File: config.mk
export PLATFORM = sky130hd
export DESIGN_NAME = wdog32k_top
export DESIGN_NICKNAME = d
export VERILOG_FILES = /design/src/rtl/wdog32k_pkg.sv /design/src/rtl/wdog32k_slot.sv /design/src/rtl/wdog32k_arm_seq.sv /design/src/rtl/wdog32k_core.sv /design/src/rtl/wdog32k_top.sv
export SDC_FILE = /design/constraint.sdc
export NUM_CORES = 1
export LEC_CHECK = 0
export CAP_MARGIN = 10
export CORE_ASPECT_RATIO = 1.25
export CORE_UTILIZATION = 36
export DETAILED_ROUTE_END_ITERATION = 8
export SLEW_MARGIN = 25
export SYNTH_ARGS = -nofsm -noshare
export SYNTH_HDL_FRONTEND = slang
export SYNTH_SLANG_ARGS = --single-unit
File: constraint.sdc
create_clock -name clk -period 6.5 [get_ports clk]
set_input_delay 1.3 -clock clk [delete_from_list [all_inputs] [get_ports clk]]
set_output_delay 1.3 -clock clk [all_outputs]
set_load 0.005 [all_outputs]
File: src/rtl/wdog32k_pkg.sv
package wdog32k_pkg;
  localparam int unsigned ADDR_W = 8;
  localparam int unsigned DATA_W = 32;

  localparam logic [ADDR_W-1:0] OFS_REV  = 8'h00;
  localparam logic [ADDR_W-1:0] OFS_CTRL = 8'h24;
  localparam logic [ADDR_W-1:0] OFS_CNT  = 8'h28;
  localparam logic [ADDR_W-1:0] OFS_LOAD = 8'h2C;
  localparam logic [ADDR_W-1:0] OFS_TRIG = 8'h30;
  localparam logic [ADDR_W-1:0] OFS_PEND = 8'h34;
  localparam logic [ADDR_W-1:0] OFS_ARM  = 8'h48;

  localparam logic [DATA_W-1:0] ARM_FIRST  = 32'h0000_BBBB;
  localparam logic [DATA_W-1:0] ARM_SECOND = 32'h0000_4444;
  localparam logic [DATA_W-1:0] DIS_FIRST  = 32'h0000_AAAA;
  localparam logic [DATA_W-1:0] DIS_SECOND = 32'h0000_5555;

  localparam logic [DATA_W-1:0] CNT_RST_VAL = 32'hFFFF_0000;

  // control field positions (decoded by software, so kept fixed)
  localparam int unsigned CTRL_PRE_EN_BIT = 5;
  localparam int unsigned CTRL_PTV_LSB    = 2;
  localparam int unsigned PTV_W           = 3;

  typedef enum logic [1:0] {
    SEQ_IDLE = 2'd0,
    SEQ_ARM1 = 2'd1,
    SEQ_DIS1 = 2'd2
  } seq_state_e;
endpackage

File: src/rtl/wdog32k_slot.sv
module wdog32k_slot #(
  parameter int unsigned WIDTH      = 32,
  parameter int unsigned PEND_TICKS = 2
) (
  input  logic             clk,
  input  logic             rst_n,
  input  logic             tick,
  input  logic             wr_req,
  input  logic [WIDTH-1:0] wr_data,
  output logic             busy,
  output logic [WIDTH-1:0] data,
  output logic             commit
);
  localparam int unsigned CW = (PEND_TICKS > 1) ? $clog2(PEND_TICKS) : 1;
  localparam logic [CW-1:0] LAST = CW'(PEND_TICKS - 1);

  logic [CW-1:0]    cnt_q, cnt_d;
  logic             busy_d;
  logic [WIDTH-1:0] data_d;

  assign commit = busy && tick && (cnt_q == LAST);

  always_comb begin
    busy_d = busy;
    cnt_d  = cnt_q;
    data_d = data;
    if (busy) begin
      if (tick) begin
        if (cnt_q == LAST) busy_d = 1'b0;
        else               cnt_d  = cnt_q + 1'b1;
      end
    end else if (wr_req) begin
      busy_d = 1'b1;
      cnt_d  = '0;
      data_d = wr_data;
    end
  end

  always_ff @(posedge clk or negedge rst_n) begin
    if (!rst_n) begin
      busy  <= 1'b0;
      cnt_q <= '0;
      data  <= '0;
    end else begin
      busy  <= busy_d;
      cnt_q <= cnt_d;
      data  <= data_d;
    end
  end

  // a staged write is neither lost nor overwritten before a tick
  assert_pend_hold_R10: assert property (@(posedge clk) disable iff (!rst_n)
    busy && !tick |=> busy && $stable(data));

  // the pending flag drops right after the write lands
  assert_pend_clear_R9: assert property (@(posedge clk) disable iff (!rst_n)
    commit |=> !busy);
endmodule

File: src/rtl/wdog32k_arm_seq.sv
module wdog32k_arm_seq
  import wdog32k_pkg::*;
(
  input  logic              clk,
  input  logic              rst_n,
  input  logic              commit,
  input  logic [DATA_W-1:0] word,
  output logic              run
);
  seq_state_e state_q, state_d;
  logic       run_d;

  always_comb begin
    state_d = state_q;
    run_d   = run;
    if (commit) begin
      unique case (state_q)
        SEQ_IDLE: begin
          if (word == ARM_FIRST)      state_d = SEQ_ARM1;
          else if (word == DIS_FIRST) state_d = SEQ_DIS1;
        end
        SEQ_ARM1: begin
          state_d = SEQ_IDLE;
          if (word == ARM_SECOND) run_d = 1'b1;
        end
        SEQ_DIS1: begin
          state_d = SEQ_IDLE;
          if (word == DIS_SECOND) run_d = 1'b0;
        end
        default: state_d = SEQ_IDLE;
      endcase
    end
  end

  always_ff @(posedge clk or negedge rst_n) begin
    if (!rst_n) begin
      state_q <= SEQ_IDLE;
      run     <= 1'b0;
    end else begin
      state_q <= state_d;
      run     <= run_d;
    end
  end

  // the armed state only moves when an arm-register write lands
  assert_run_stable_R5: assert property (@(posedge clk) disable iff (!rst_n)
    !commit |=> $stable(run));

  // arming requires the first word to have been accepted before
  assert_run_rise_R3: assert property (@(posedge clk) disable iff (!rst_n)
    $rose(run) |-> $past(state_q) == SEQ_ARM1);
endmodule

File: src/rtl/wdog32k_core.sv
module wdog32k_core
  import wdog32k_pkg::*;
#(
  parameter int unsigned CNT_W   = 32,
  parameter logic [CNT_W-1:0] RST_VAL = CNT_W'(CNT_RST_VAL)
) (
  input  logic             clk,
  input  logic             rst_n,
  input  logic             tick,
  input  logic             run,
  input  logic             ctrl_commit,
  input  logic [PTV_W:0]   ctrl_word,
  input  logic             load_commit,
  input  logic [CNT_W-1:0] load_word,
  input  logic             trig_commit,
  input  logic [CNT_W-1:0] trig_word,
  output logic [CNT_W-1:0] cnt_q,
  output logic [CNT_W-1:0] load_q,
  output logic [CNT_W-1:0] trig_q,
  output logic             pre_en_q,
  output logic [PTV_W-1:0] ptv_q,
  output logic             rst_req
);
  localparam int unsigned PRE_CW = (1 << PTV_W) - 1;

  logic [PRE_CW-1:0] pre_q, pre_d, pre_lim;
  logic [CNT_W-1:0]  cnt_d, load_d, trig_d;
  logic              pre_en_d, rst_req_d;
  logic [PTV_W-1:0]  ptv_d;
  logic              trig_reload, step, wrap;

  assign pre_lim     = ~({PRE_CW{1'b1}} << ptv_q);
  assign trig_reload = trig_commit && (trig_word != trig_q);
  assign step        = tick && run && (!pre_en_q || (pre_q == pre_lim));
  assign wrap        = step && (cnt_q == {CNT_W{1'b1}});

  always_comb begin
    pre_d = pre_q;
    if (!run || trig_reload)  pre_d = '0;
    else if (tick && pre_en_q) pre_d = (pre_q == pre_lim) ? '0 : pre_q + 1'b1;

    cnt_d = cnt_q;
    if (trig_reload) cnt_d = load_q;
    else if (wrap)   cnt_d = load_q;
    else if (step)   cnt_d = cnt_q + 1'b1;

    rst_req_d = rst_req;
    if (tick) rst_req_d = wrap && !trig_reload;

    trig_d = trig_commit ? trig_word : trig_q;
    load_d = (load_commit && !run) ? load_word : load_q;

    pre_en_d = pre_en_q;
    ptv_d    = ptv_q;
    if (ctrl_commit && !run) begin
      pre_en_d = ctrl_word[PTV_W];
      ptv_d    = ctrl_word[PTV_W-1:0];
    end
  end

  always_ff @(posedge clk or negedge rst_n) begin
    if (!rst_n) begin
      pre_q    <= '0;
      cnt_q    <= RST_VAL;
      load_q   <= RST_VAL;
      trig_q   <= '0;
      pre_en_q <= 1'b0;
      ptv_q    <= '0;
      rst_req  <= 1'b0;
    end else begin
      pre_q    <= pre_d;
      cnt_q    <= cnt_d;
      load_q   <= load_d;
      trig_q   <= trig_d;
      pre_en_q <= pre_en_d;
      ptv_q    <= ptv_d;
      rst_req  <= rst_req_d;
    end
  end

  // configuration is frozen while armed
  assert_cfg_frozen_R11: assert property (@(posedge clk) disable iff (!rst_n)
    run |=> $stable(load_q) && $stable(pre_en_q) && $stable(ptv_q));

  // the reset request only changes on a timer tick
  assert_req_on_tick_R7: assert property (@(posedge clk) disable iff (!rst_n)
    !tick |=> $stable(rst_req));

  // the counter never moves between ticks
  assert_cnt_idle_R3: assert property (@(posedge clk) disable iff (!rst_n)
    !tick |=> $stable(cnt_q));

  // a disarmed counter moves only through a trigger reload
  assert_cnt_stopped_R4: assert property (@(posedge clk) disable iff (!rst_n)
    !run && !trig_commit |=> $stable(cnt_q));
endmodule

File: src/rtl/wdog32k_top.sv
module wdog32k_top
  import wdog32k_pkg::*;
#(
  parameter logic [7:0]  REV_CODE   = 8'h5A,
  parameter int unsigned PEND_TICKS = 2
) (
  input  logic              clk,
  input  logic              rst_n,
  input  logic              tick,
  input  logic [ADDR_W-1:0] bus_addr,
  input  logic [DATA_W-1:0] bus_wdata,
  input  logic              bus_we,
  output logic [DATA_W-1:0] bus_rdata,
  output logic              rst_req
);
  localparam int unsigned CTRL_W = PTV_W + 1;

  // reset: asserted asynchronously, released on a clock edge
  logic [1:0] rst_sync_q;
  logic       rst_core_n;

  always_ff @(posedge clk or negedge rst_n) begin
    if (!rst_n) rst_sync_q <= 2'b00;
    else        rst_sync_q <= {rst_sync_q[0], 1'b1};
  end
  assign rst_core_n = rst_sync_q[1];

  // posted-write staging slots
  logic              we_ctrl, we_load, we_trig, we_arm;
  logic              pend_ctrl, pend_load, pend_trig, pend_arm;
  logic              com_ctrl, com_load, com_trig, com_arm;
  logic [CTRL_W-1:0] stg_ctrl;
  logic [DATA_W-1:0] stg_load, stg_trig, stg_arm;

  assign we_ctrl = bus_we && (bus_addr == OFS_CTRL);
  assign we_load = bus_we && (bus_addr == OFS_LOAD);
  assign we_trig = bus_we && (bus_addr == OFS_TRIG);
  assign we_arm  = bus_we && (bus_addr == OFS_ARM);

  wdog32k_slot #(.WIDTH(CTRL_W), .PEND_TICKS(PEND_TICKS)) u_slot_ctrl (
    .clk(clk), .rst_n(rst_core_n), .tick(tick), .wr_req(we_ctrl),
    .wr_data(bus_wdata[CTRL_PRE_EN_BIT:CTRL_PTV_LSB]),
    .busy(pend_ctrl), .data(stg_ctrl), .commit(com_ctrl));

  wdog32k_slot #(.WIDTH(DATA_W), .PEND_TICKS(PEND_TICKS)) u_slot_load (
    .clk(clk), .rst_n(rst_core_n), .tick(tick), .wr_req(we_load),
    .wr_data(bus_wdata), .busy(pend_load), .data(stg_load), .commit(com_load));

  wdog32k_slot #(.WIDTH(DATA_W), .PEND_TICKS(PEND_TICKS)) u_slot_trig (
    .clk(clk), .rst_n(rst_core_n), .tick(tick), .wr_req(we_trig),
    .wr_data(bus_wdata), .busy(pend_trig), .data(stg_trig), .commit(com_trig));

  wdog32k_slot #(.WIDTH(DATA_W), .PEND_TICKS(PEND_TICKS)) u_slot_arm (
    .clk(clk), .rst_n(rst_core_n), .tick(tick), .wr_req(we_arm),
    .wr_data(bus_wdata), .busy(pend_arm), .data(stg_arm), .commit(com_arm));

  // arm / disarm sequencing
  logic run;

  wdog32k_arm_seq u_seq (
    .clk(clk), .rst_n(rst_core_n), .commit(com_arm), .word(stg_arm), .run(run));

  // counting core
  logic [DATA_W-1:0] cnt_q, load_q, trig_q;
  logic              pre_en_q;
  logic [PTV_W-1:0]  ptv_q;

  wdog32k_core #(.CNT_W(DATA_W)) u_core (
    .clk(clk), .rst_n(rst_core_n), .tick(tick), .run(run),
    .ctrl_commit(com_ctrl), .ctrl_word(stg_ctrl),
    .load_commit(com_load), .load_word(stg_load),
    .trig_commit(com_trig), .trig_word(stg_trig),
    .cnt_q(cnt_q), .load_q(load_q), .trig_q(trig_q),
    .pre_en_q(pre_en_q), .ptv_q(ptv_q), .rst_req(rst_req));

  // read mux
  always_comb begin
    bus_rdata = '0;
    unique case (bus_addr)
      OFS_REV:  bus_rdata[7:0] = REV_CODE;
      OFS_CTRL: begin
        bus_rdata[CTRL_PRE_EN_BIT] = pre_en_q;
        bus_rdata[CTRL_PTV_LSB +: PTV_W] = ptv_q;
      end
      OFS_CNT:  bus_rdata = cnt_q;
      OFS_LOAD: bus_rdata = load_q;
      OFS_TRIG: bus_rdata = trig_q;
      OFS_PEND: begin
        bus_rdata[0] = pend_ctrl;
        bus_rdata[2] = pend_load;
        bus_rdata[3] = pend_trig;
        bus_rdata[4] = pend_arm;
      end
      default:  bus_rdata = '0;
    endcase
  end

  // a write arriving while its slot is busy leaves the slot busy
  assert_drop_busy_R10: assert property (@(posedge clk) disable iff (!rst_core_n)
    we_load && pend_load && !tick |=> pend_load);
endmodule

# == Yosys cells after proc, flatten, opt, wreduce, memory -nomap -nowiden ==
# Cells that the tools add are included.
# totals
word_cells,150
out_inout_bits,33
regBits,221
# op_classes
addsub,6
n_eq_ne,22
n_shift,1
reduce_logical,44
bitwise_logic,5
n_mux,50
# op_table
operator,count
$mux 32,3
$pmux 24 s3,1
$eq 32x15->1 const B,2
$eq 32x16->1 const B,2
$eq 8x6->1 const B,5
$mux 1,34
$add 32x1->32 const B,1
$eq 32x32->1 const B,1
$ne 32x32->1,1
$mux 7,3
$logic_and 1x1->1,20
$pmux 3 s6,1
$reduce_and 2->1,9
$pmux 1 s4,3
$reduce_bool 2->1,6
$eq 8x7->1 const B,1
$logic_not 8->1,1
$ne 2x2->1 const B,4
$pmux 2 s4,1
$add 7x1->7 const B,1
$eq 7x7->1,1
$not 7->7,1
$shl 7x3->7 const A,1
$mux 2,3
other kinds (12),22

# == Depth between registers and ports, before layout ==
# depth
depth_word,8
ltp_mapped,10
mapped_depth_nobuf,8

# == Modules after synthesis ==
# Synthesis repeated with hierarchy kept, for this count alone.
# unflattened
cells_unflattened,923
area_unflattened_um2,11509.8
# by_module_without_submodules
mod,cells_per_inst,n_inst,area_per_inst_um2
wdog32k_core,526,1,5798.1
wdog32k_slot (u_slot_arm ...),77,3,1423.9
wdog32k_top,118,1,867.1
wdog32k_arm_seq,31,1,321.6
wdog32k_slot (u_slot_ctrl),17,1,251.5

# == Worst setup path before layout ==
# OpenSTA, ideal clock, no wires.
# synth_timing
kind,in2out
start,in bus_addr[7]
end,out bus_rdata[13]
stages,7
arrival_ps,3051
setup_slack_ps,2149
path_buffers,1
path_cell_list,or3_1 -> nor3b_1 -> nand3b_1 -> nor2_1 -> clkbuf_1 -> a222oi_1 -> inv_1
# synth_between
elab_chain_cells,2
elab_cells_between_ends,4
classes_between,eq/ne: 3; mux: 1
# synth_lines
element,line_no,text
start: declaration,wdog32k_top.sv:10,"input logic [ADDR_W-1:0] bus_addr,"
$eq 8x6->1,wdog32k_top.sv:79,unique case (bus_addr)
$pmux 24 s3 (*),wdog32k_top.sv:79,
end: declaration,wdog32k_top.sv:13,"output logic [DATA_W-1:0] bus_rdata,"
# Mark *: on every way between the ends. The rest lies on a longest branch, timed or not.

# == Worst setup path in the final report ==
# layout_timing
start,in bus_addr[7]
end,out bus_rdata[18]
# Same word-level chain as after synthesis.

==> summary.txt <==
Logic synthesis
  – Async SR Flop Fraction: 1.00
  – Post-synth net total: 931
  – Yosys cell types: 64
  – Post-Syn Area: 0.0106 mm2
  – Multiplexer area fraction after synthesis: 0.214
  – Synth top cells by count: 189 x dfrtp_1, 157 x mux2_2, 50 x inv_1, 41 x nand2_1, 37 x nor2_1
  – Area contributors post-synth: dfrtp_1 45%, mux2_2 17%, dfstp_2 7.9%
  – Syn avg cell area: 12.0 um2
  – Adder-Cell Fraction of Synth Area: 0.00590
  – Count leader, synth: dfrtp_1
  – Syn Inst Count: 882
  – Synth warn: 0
  – Top FF cell, synth: dfrtp_1
  – Dominant cell type by area after synthesis: dfrtp_1
  – Sequential area share after synthesis: 0.525
  – Compound-Gate Fraction of Synth Area: 0.0922
  – Post-synth EDFFs: 0
  – Top cell type's share of synthesized area: 0.446
  – Largest family of logic cells by synthesized area: multiplexers
  – Simple-gate portion of the synthesized area: 0.0961
  – #FFs+latches synth: 221
  – XOR/XNOR Fraction of Synth Area: 0.0281

Setup path
  – Largest stage delay, worst path: 0.49 ns
  – WP buf/inv: 4
  – Startpoint types: primary input
  – R2R depth: 9
  – Worst-path maximum fanout: 28
  – CP delay by family, top: buffers and inverters
  – Worst-path cell chain: clkdlybuf4s50_1 > or3_1 > nor3b_1 > nand3b_1 > nor2_2 > buf_4 > a222oi_1 > inv_1 > clkdlybuf4s50_1
  – CP Depth: 9
  – Most frequent CP cell: clkdlybuf4s50_1
  – Crit. End Element: output pin
  – Critical Path RT: 5.20 ns
  – Crit path kind: primary input to output pin
  – Crit-path slowest cell: clkdlybuf4s50_1
  – Crit path DAT: 4.10 ns

Final layout
  – Area growth, synth to finish: 18.3%
  – Fin nets: 1003
  – # fillers: 2735
  – Share of cells above drive strength 1: 0.262
  – Layout Cells excl Fill: 1356
  – Number of diodes: 0

Floorplanning
  – Die height: 194 um
  – Initial core utilization: 0.370
  – Die footprint: 0.0301 mm2
  – Core Region: 0.0287 mm2
  – I/O pin total: 77
  – Std-Cell Rows: 69
  – DIE WIDTH: 155 um

Timing
  – Final-report max-slew violation count: 0
  – Unrepaired setup endpoints after global routing: false
  – Hold WS: 0.334 ns
  – Fin. Hold Viols: 0
  – Min Tclk post-route: 5.40 ns
  – Relative slew slack: 0.436
  – Fin crit share: 0.831
  – Setup Skew: 0.0175 ns
  – Worst Max-Slew Pin Slew: 0.846 ns
  – Final setup vio count: 0
  – Max Freq: 185 MHz
  – Setup TNS: 0 ns

Global route
  – Gr usage total: 0.185
  – Initial antenna violation count: 0
  – Total grt overflow: 0
  – Largest net degree at the start of global routing: 79
  – Vias in the first global route: 7360
  – First-pass GRT wire length: 43100 um

Clock network
  – Number of setup buffers added after CTS: 0
  – Worst-skew pair later-pin latency: 0.52 ns
  – Root Driver: clkbuf_16
  – H-tree depth: 1
  – Num CTS Buffers: 24
  – CTS max path bufs: 3
  – CTS sink cnt: 221
  – Number of hold buffers added after cts: 0
  – Reg clk slew, reported paths: 0.06 ns
  – TritonCTS clock tree: yes
  – CTS resizes: 0

Detailed routing
  – Drt first pass iters: 5
  – Routed WL: 27500 um
  – Routed WL per cell: 20.3 um
  – Iter 0 DRT Violations: 450
  – Via count: 7371
  – Drt via density: 5.44
  – Antenna-violating nets left: 0
  – Drc violations: 0

Place
  – Placed Instances: 1316
  – Final GP Congestion: 0.789
  – # port buffers: 76
  – DPL Wire Length: 18400 um

Run
  – MaxCap Viol Count: 0

Pwr
  – Leak: 5.97 nW
  – Peak VDD IR: 0.172 mV
  – Tot Pwr: 0.00322 W
  – Cell Pwr Density: 257 mW/mm2

Worst hold path
  – Hold Path Class: flip-flop to asynchronous set/reset pin

Outcome
  – Status: completed
[through the flow]
| stage | utilization | setup slack [ns] | instance area, um2 |
|---|---|---|---|
| after CTS | 0.436 | 1.10 | 12500 |
| after floorplan | - | 2.15 | 10600 |
| after detailed placement | 0.411 | 1.09 | 11800 |
| after global routing | 0.438 | 0.843 | 12500 |
| final | 0.438 | 1.10 | 12500 |
| after global placement | 0.411 | 1.20 | 11800 |
[layout make-up]
class	instances	area, um2	area share
multi-input combinational	564	4660	0.371
clock inverter	2	13.8	0.00110
tap	390	488	0.0389
sequential	221	5570	0.444
clock buffer	36	697	0.0556
timing repair buffer	93	925	0.0737
inverter	50	188	0.0150
[state kept, by name, summed over array words and instances (netlist names), 2 cells and up]
name / count
u_core.cnt_q: 32
u_core.trig_q: 32
u_core.pre_q: 7
u_seq.state_q: 2
u_core.ptv_q: 3
u_slot_load.data: 32
u_slot_arm.data: 32
u_core.load_q: 32
rst_sync_q: 2
u_slot_trig.data: 32
u_slot_ctrl.data: 4
[metal layers]
layer  GRT usage  share of wire  routed length, um  up-vias
li1            -              -                  -     3381
met1       0.250           0.44              12200     3761
met2       0.306           0.48              13200      186
met3      0.0257          0.050               1370       43
met4      0.0581          0.026                718        0
met5           0              0                  0        -
[worst register-to-register path: stages, from the launching register on]
cell and delay, ns:
dfrtp_1 0.42, ha_1 0.23, nand4_1 0.34, or2_2 0.47, nor3_4 0.31, nand4_2 0.21
o31a_2 0.33, buf_4 0.25, mux2_1 0.39, o22a_1 0.20
[report_power, final]
part,internal [W],total (W),switching [W],leakage (nW)
clock network,0.000732,0.00127,0.000536,0.347
logic,0.000152,0.000328,0.000175,2.73
registers,0.00150,0.00162,0.000126,2.89
[layout by cell type (no fill, tap or decap), drive strengths merged, types with 3 or more instances in the layout]
cell type,synthesis,final
dfrtp,189,189
mux2,170,170
clkdlybuf4s50,0,76
inv,50,50
nand2,41,41
nor2,37,37
clkbuf,30,36
mux2i,35,35
xnor2,33,33
dfstp,32,32
o21ai,26,26
a222oi,25,25
nor3,23,23
nand4,18,18
buf,17,17
a21oi,15,15
nand3,14,14
nor4,12,12
o2bb2ai,11,11
o22ai,10,10
or3,8,8
a22oi,8,8
a211o,7,7
and3,7,7
nand2b,5,5
ha,5,5
nor3b,4,4
or2,4,4
nor4b,4,4
a221o,3,3
and2,3,3
o22a,3,3
[path summary, 6_finish.rpt]
check | startpoint | to | slack (ns)
worst max-delay path | bus_addr[7] | bus_rdata[18] | 1.10
worst min-delay path | rst_sync_q[1] | u_slot_arm.data[9] | 0.33
worst max register to register | u_core.cnt_q[0] | u_core.cnt_q[4] | 3.25
worst min register to register | rst_sync_q[1] | u_slot_arm.data[9] | 0.33
max in group asynchronous | rst_sync_q[1] | u_core.trig_q[20] | 4.80
min in group clk | rst_sync_q[0] | rst_sync_q[1] | 0.35
[kinds of logic after synthesis]
group                    count (synthesis)
AO/OA/AOI/OAI                          128
XOR/XNOR                                34
adder cells (fa/ha/maj)                  5
buffers and inverters                   97
flip-flops                             221
multiplexers                           205
other                                    1
AND/OR/NAND/NOR                        191
Power figures use the tool's default switching activity.
